## config.mk

```make
export PLATFORM = sky130hd
export DESIGN_NAME = rac_cmd_handler
export DESIGN_NICKNAME = d
export VERILOG_FILES = /design/src/rtl/rac_pkg.sv /design/src/rtl/rac_code_dec.sv /design/src/rtl/rac_id_src.sv /design/src/rtl/rac_wake_timer.sv /design/src/rtl/rac_cmd_handler.sv
export SDC_FILE = /design/constraint.sdc
export NUM_CORES = 1
export LEC_CHECK = 0
export BUFFER_PORTS_ARGS = -buffer_cell sky130_fd_sc_hd__buf_2
export CORE_MARGIN = 5
export CORE_UTILIZATION = 30
export CTS_CLUSTER_SIZE = 25
export DETAILED_ROUTE_END_ITERATION = 6
export PLACE_DENSITY = 0.51
export SLEW_MARGIN = 5
export SYNTH_ARGS = -nofsm -noshare
export SYNTH_HDL_FRONTEND = slang
export SYNTH_SLANG_ARGS = --single-unit
```

## constraint.sdc

```tcl
create_clock -name clk -period 1.92 [get_ports clk]
set_input_delay 0 -clock clk [delete_from_list [all_inputs] [get_ports clk]]
set_output_delay 0 -clock clk [all_outputs]
set_load 0.1 [all_outputs]
```

## src/rtl/rac_pkg.sv

```systemverilog
package rac_pkg;
   localparam logic [7:0] CODE_SELECT = 8'hF8;
   localparam logic [7:0] CODE_IDENT  = 8'hF9;
   localparam logic [7:0] CODE_SLEEP  = 8'h86;
   localparam logic [4:0] CODE_HS_TOP = 5'b00001;
   localparam logic [3:0] MEM_TYPE    = 4'b1010;

   typedef enum logic [2:0] {
      ST_IDLE,
      ST_FIRST,
      ST_SEL_ADR,
      ST_SEL_GAP,
      ST_CMD,
      ST_ID,
      ST_SLP_ARM
   } rac_state_e;
endpackage

```

## src/rtl/rac_code_dec.sv

```systemverilog
module rac_code_dec
   import rac_pkg::*;
#(
   parameter int STRAP_W = 3
) (
   input  logic [7:0]         code,
   input  logic [STRAP_W-1:0] strap,
   output logic               is_hs,
   output logic               is_sel,
   output logic               is_id,
   output logic               is_slp,
   output logic               is_own
);
   assign is_hs  = (code[7:3] == CODE_HS_TOP);
   assign is_sel = (code == CODE_SELECT);
   assign is_id  = (code == CODE_IDENT);
   assign is_slp = (code == CODE_SLEEP);
   assign is_own = (code[7:1] == {MEM_TYPE, strap});
endmodule

```

## src/rtl/rac_id_src.sv

```systemverilog
module rac_id_src #(
   parameter int ID_BITS  = 24,
   parameter int ID_BYTES = 3,
   parameter int IDX_W    = 2
) (
   input  logic [ID_BITS-1:0] id_word,
   input  logic [IDX_W-1:0]   idx,
   output logic [7:0]         id_byte
);
   localparam int PAD = ID_BYTES * 8 - ID_BITS;

   logic [ID_BYTES*8-1:0] padded;
   logic [7:0]            slice [ID_BYTES];

   generate
      if (PAD == 0) begin : g_exact
         assign padded = id_word;
      end else begin : g_pad
         assign padded = {id_word, {PAD{1'b0}}};
      end
      for (genvar k = 0; k < ID_BYTES; k++) begin : g_slice
         assign slice[k] = padded[(ID_BYTES-1-k)*8 +: 8];
      end
   endgenerate

   always_comb begin
      id_byte = 8'h00;
      for (int k = 0; k < ID_BYTES; k++) begin
         if (idx == IDX_W'(k)) id_byte = slice[k];
      end
   end
endmodule

```

## src/rtl/rac_wake_timer.sv

```systemverilog
module rac_wake_timer #(
   parameter int REC_CYCLES = 20000
) (
   input  logic clk,
   input  logic rst_n,
   input  logic go,
   output logic busy
);
   generate
      if (REC_CYCLES == 0) begin : g_none
         logic unused_go;
         assign unused_go = go;
         assign busy      = 1'b0;
      end else begin : g_count
         localparam int CNT_W = $clog2(REC_CYCLES + 1);
         logic [CNT_W-1:0] cnt;
         always_ff @(posedge clk or negedge rst_n) begin
            if (!rst_n)              cnt <= '0;
            else if (go)             cnt <= CNT_W'(REC_CYCLES);
            else if (cnt != '0)      cnt <= cnt - 1'b1;
         end
         assign busy = (cnt != '0);
      end
   endgenerate
endmodule

```

## src/rtl/rac_cmd_handler.sv

```systemverilog
module rac_cmd_handler
   import rac_pkg::*;
#(
   parameter int          STRAP_W    = 3,
   parameter int          MAKER_W    = 12,
   parameter int          PART_W     = 9,
   parameter int          REV_W      = 3,
   parameter logic [11:0] MAKER_ID   = 12'h004,
   parameter logic [8:0]  PART_ID    = 9'h020,
   parameter logic [2:0]  REV_ID     = 3'h0,
   parameter int          REC_CYCLES = 20000
) (
   input  logic               clk,
   input  logic               rst_n,
   input  logic               bus_start,
   input  logic               bus_stop,
   input  logic               rx_valid,
   input  logic [7:0]         rx_byte,
   input  logic               host_ack_valid,
   input  logic               host_ack,
   input  logic [STRAP_W-1:0] strap_addr,
   output logic               ack_req,
   output logic               tx_en,
   output logic [7:0]         tx_byte,
   output logic               hs_mode,
   output logic               sleep,
   output logic               wake_busy,
   output logic               mem_hold
);
   localparam int ID_BITS  = MAKER_W + PART_W + REV_W;
   localparam int ID_BYTES = (ID_BITS + 7) / 8;
   localparam int IDX_W    = $clog2(ID_BYTES + 1);
   localparam logic [IDX_W-1:0] IDX_END = IDX_W'(ID_BYTES);

   generate
      if (STRAP_W != 3)
         $error("STRAP_W must be 3: the address byte is type(4) strap(3) rw(1)");
      if (MAKER_W != 12 || PART_W != 9 || REV_W != 3)
         $error("identity field widths must match the ID parameter widths");
      if (ID_BYTES > 16)
         $error("identity word longer than 16 bytes");
   endgenerate

   logic is_hs, is_sel, is_id, is_slp, is_own;
   logic wake_go;
   rac_state_e st, st_n;
   logic ack_n, hs_n, slp_n;
   logic [IDX_W-1:0] idx, idx_n;

   rac_code_dec #(.STRAP_W(STRAP_W)) u_dec (
      .code   (rx_byte),
      .strap  (strap_addr),
      .is_hs  (is_hs),
      .is_sel (is_sel),
      .is_id  (is_id),
      .is_slp (is_slp),
      .is_own (is_own)
   );

   rac_id_src #(.ID_BITS(ID_BITS), .ID_BYTES(ID_BYTES), .IDX_W(IDX_W)) u_id (
      .id_word ({MAKER_ID, PART_ID, REV_ID}),
      .idx     (idx),
      .id_byte (tx_byte)
   );

   rac_wake_timer #(.REC_CYCLES(REC_CYCLES)) u_wake (
      .clk   (clk),
      .rst_n (rst_n),
      .go    (wake_go),
      .busy  (wake_busy)
   );

   assign mem_hold = sleep | wake_busy;
   assign tx_en    = (st == ST_ID);

   always_comb begin
      st_n    = st;
      ack_n   = ack_req;
      hs_n    = hs_mode;
      slp_n   = sleep;
      idx_n   = idx;
      wake_go = 1'b0;
      if (bus_stop) begin
         st_n  = ST_IDLE;
         ack_n = 1'b0;
         hs_n  = 1'b0;
         if (st == ST_SLP_ARM) slp_n = 1'b1;
      end else if (bus_start) begin
         ack_n = 1'b0;
         st_n  = (st == ST_SEL_GAP) ? ST_CMD : ST_FIRST;
      end else if (rx_valid) begin
         ack_n = 1'b0;
         st_n  = ST_IDLE;
         case (st)
            ST_FIRST: begin
               if (is_hs) begin
                  hs_n = 1'b1;
               end else if (is_sel && !mem_hold) begin
                  ack_n = 1'b1;
                  st_n  = ST_SEL_ADR;
               end else if (is_own && sleep) begin
                  slp_n   = 1'b0;
                  wake_go = 1'b1;
               end
            end
            ST_SEL_ADR: begin
               if (is_own) begin
                  ack_n = 1'b1;
                  st_n  = ST_SEL_GAP;
               end
            end
            ST_CMD: begin
               if (is_id) begin
                  ack_n = 1'b1;
                  st_n  = ST_ID;
                  idx_n = '0;
               end else if (is_slp) begin
                  ack_n = 1'b1;
                  st_n  = ST_SLP_ARM;
               end
            end
            default: ;
         endcase
      end else if (host_ack_valid && st == ST_ID) begin
         ack_n = 1'b0;
         if (!host_ack)            st_n  = ST_IDLE;
         else if (idx != IDX_END)  idx_n = idx + 1'b1;
      end
   end

   always_ff @(posedge clk or negedge rst_n) begin
      if (!rst_n) begin
         st      <= ST_IDLE;
         ack_req <= 1'b0;
         hs_mode <= 1'b0;
         sleep   <= 1'b0;
         idx     <= '0;
      end else begin
         st      <= st_n;
         ack_req <= ack_n;
         hs_mode <= hs_n;
         sleep   <= slp_n;
         idx     <= idx_n;
      end
   end
endmodule

```

==> out/metrics.yaml <==
status: "complete, but fails checks"
violations: "negative setup slack"
ys_seq_area_frac: 0.385
synthArstFlopShare: 1.00
synth_edf_count: 0
postSynthAreaPerCell_sq_um: 9.12
drc_errors: 0
synth_top_area_cell: "dfrtp_1"
clock-skew-final_ns: 0.00541
path_clk_slew_ns: 0.08
grt_max_degree: 24
finalNetCount: 229
rows: 25
synth_area_leaders: "dfrtp_1 (38%), xor2_1 (4.1%), buf_4 (3.5%)"
cts_tree: "yes"
drt_pass1_iterations: 4
fill_cells: 506
grt_pass1_vias: 1380
die_y_um: 80.6
portBuffers: 25
synth_warnings: 0
finalCriticalPeriod_ns: 1.95
io_pins: 32
die_w_um: 80.6
finalNonFillerCells: 273
path_class: "reg2reg"
finalHoldViolCount: 0
worstPathMaxFanout: 5
synth-seq-cells: 23
setup_viol: 4
timing.final.ws_setup_ns: -0.0293
netlist_area_sq_mm: 0.00150
vias: 1352
critical_path_arrival_ns: 2.16
cp-end-kind: "flop"
yosysMostFrequentCell: "dfrtp_1"
dieArea_sq_mm: 0.00650
ctsLongestPathBuffers: 2
grt_antenna_before_repair: 0
ir_drop_uv: 252
ant_nets: 0
tns_ns: -0.0929
min_period_over_period: 1.02
power_density_mw_per_mm2: 655
global_route.overflow_total: 0
grt_pass1_wl_um: 6380
cts_max_level: 1
worst_slew_pin_slew_ns: 0.530
yosys.area.top_type_share: 0.385
ys_types: 50
avgViaCountPerCell: 4.95
hold_path_class: "in2reg"
clockRootBuffer: "clkbuf_8"
drt_iter0_markers: 68
synth_cells: 164
slew_violations: 0
start_kind: "flop"
track_usage: 0.122
wl_um: 3550
cp.required_ns: 2.13
ys.flop_type: "dfrtp_1"
gp_congestion: 0.784
start_util: 0.312
core-area_sq_mm: 0.00479
wl_per_cell_um: 13.0
place_hpwl_um: 2790
fmax_mhz: 513
clock_sinks: 23
clock_latency_ns: 0.26
cts_buffers: 3
diodes: 0
drive_gt1_frac: 0.316
maxSlewHeadroom: 0.647
power_leakage_nw: 0.804
regToRegSetupSlack_ns: -0.03
max-cap-violations: 0
rsz0062_at_grt: "yes"
synth_common_cells: "dfrtp_1 (23), nor2_1 (13), nand2_1 (9)"
area_growth_pct: 29.2
dpl.cell_count: 262
## worst paths after layout
check,start,to,cells past startpoint
max,u_wake.g_count.cnt[3],u_wake.g_count.cnt[14],6
min,bus_start,st[0],2
max reg2reg,u_wake.g_count.cnt[3],u_wake.g_count.cnt[14],6
min reg2reg,u_wake.g_count.cnt[11],u_wake.g_count.cnt[11],2
max in group asynchronous,rst_n,st[1],2
min in group asynchronous,rst_n,u_wake.g_count.cnt[5],2
## kinds of logic after synthesis
| family | after synthesis | share of synthesized area |
|---|---|---|
| flip-flops | 23 | 0.385 |
| AO/OA/AOI/OAI | 32 | 0.144 |
| XOR/XNOR | 11 | 0.0644 |
| adder cells (fa/ha/maj) | 4 | 0.0335 |
| buffers and inverters | 19 | 0.0653 |
| other | 1 | 0.00251 |
| AND/OR/NAND/NOR | 74 | 0.305 |
## timing repair
| action | CTS | global route |
|---|---|---|
| hold buffers | 2 | 0 |
| resized for setup | 4 | 8 |
| hold endpoints to repair | 24 | 0 |
| buffers inserted | 2 | 3 |
| pin swaps | 0 | 6 |
| setup endpoints to repair | 4 | 15 |
## where the power goes
part | switching [mW] | internal (mW)
clock network | 0.156 | 0.148
registers | 0.0586 | 0.544
logic | 0.195 | 0.164
## flip-flops by register name (all words and copies together), names as in the netlist
signal / flops
sleep: 1
idx: 2
ack_req: 1
u_wake.g_count.cnt: 15
st: 3
hs_mode: 1
## per-stage QoR
stage	hold WS (ns)	cell area (sq um)	total power [mW]	utilization	setup WS, ns
finish	0.0208	1930	1.27	0.404	-0.0293
global route	0.0391	1930	1.35	0.404	-0.116
CTS	0.0173	1880	1.25	0.393	-0.0345
detailed placement	0.0128	1780	0.937	0.373	-0.0187
global placement	0.00390	1780	0.923	0.373	0.0271
floorplan	-0.296	1540	0.811	-	-0.0752
## per-layer routing
layer / routed length (um) / track usage / vias up
li1: - / - / 675
met1: 1610 / 0.158 / 645
met2: 1740 / 0.208 / 30
met3: 176 / 0.0303 / 2
met4: 14 / 0.0203 / 0
met5: 0 / 0 / -
## placed cells by master (no fill, tap or decap), drive strengths merged, types with 5 or more instances in the layout
cell,count
dfrtp,23
xor2,7
buf,44
inv,6
conb,6
nand3,7
a21oi,7
o21ai,6
or4,5
nor3,9
nand2,9
nor2,13
## worst max-delay path, cell delays in order (launching register included)
cell and delay (ns):
dfrtp_1 0.39, or4_4 0.57, nor3_4 0.21, buf_4 0.16, nand3_2 0.09, or4_1 0.40, nand3_1 0.07
## layout make-up
cell class | count | area (sq um) | area share
Tap cell | 67 | 83.8 | 0.0434
Sequential cell | 23 | 578 | 0.299
Multi-Input combinational cell | 127 | 898 | 0.465
Clock buffer | 4 | 45.0 | 0.0233
Inverter | 6 | 22.5 | 0.0117
Timing Repair Buffer | 46 | 304 | 0.157
Power figures use the tool's default switching activity.
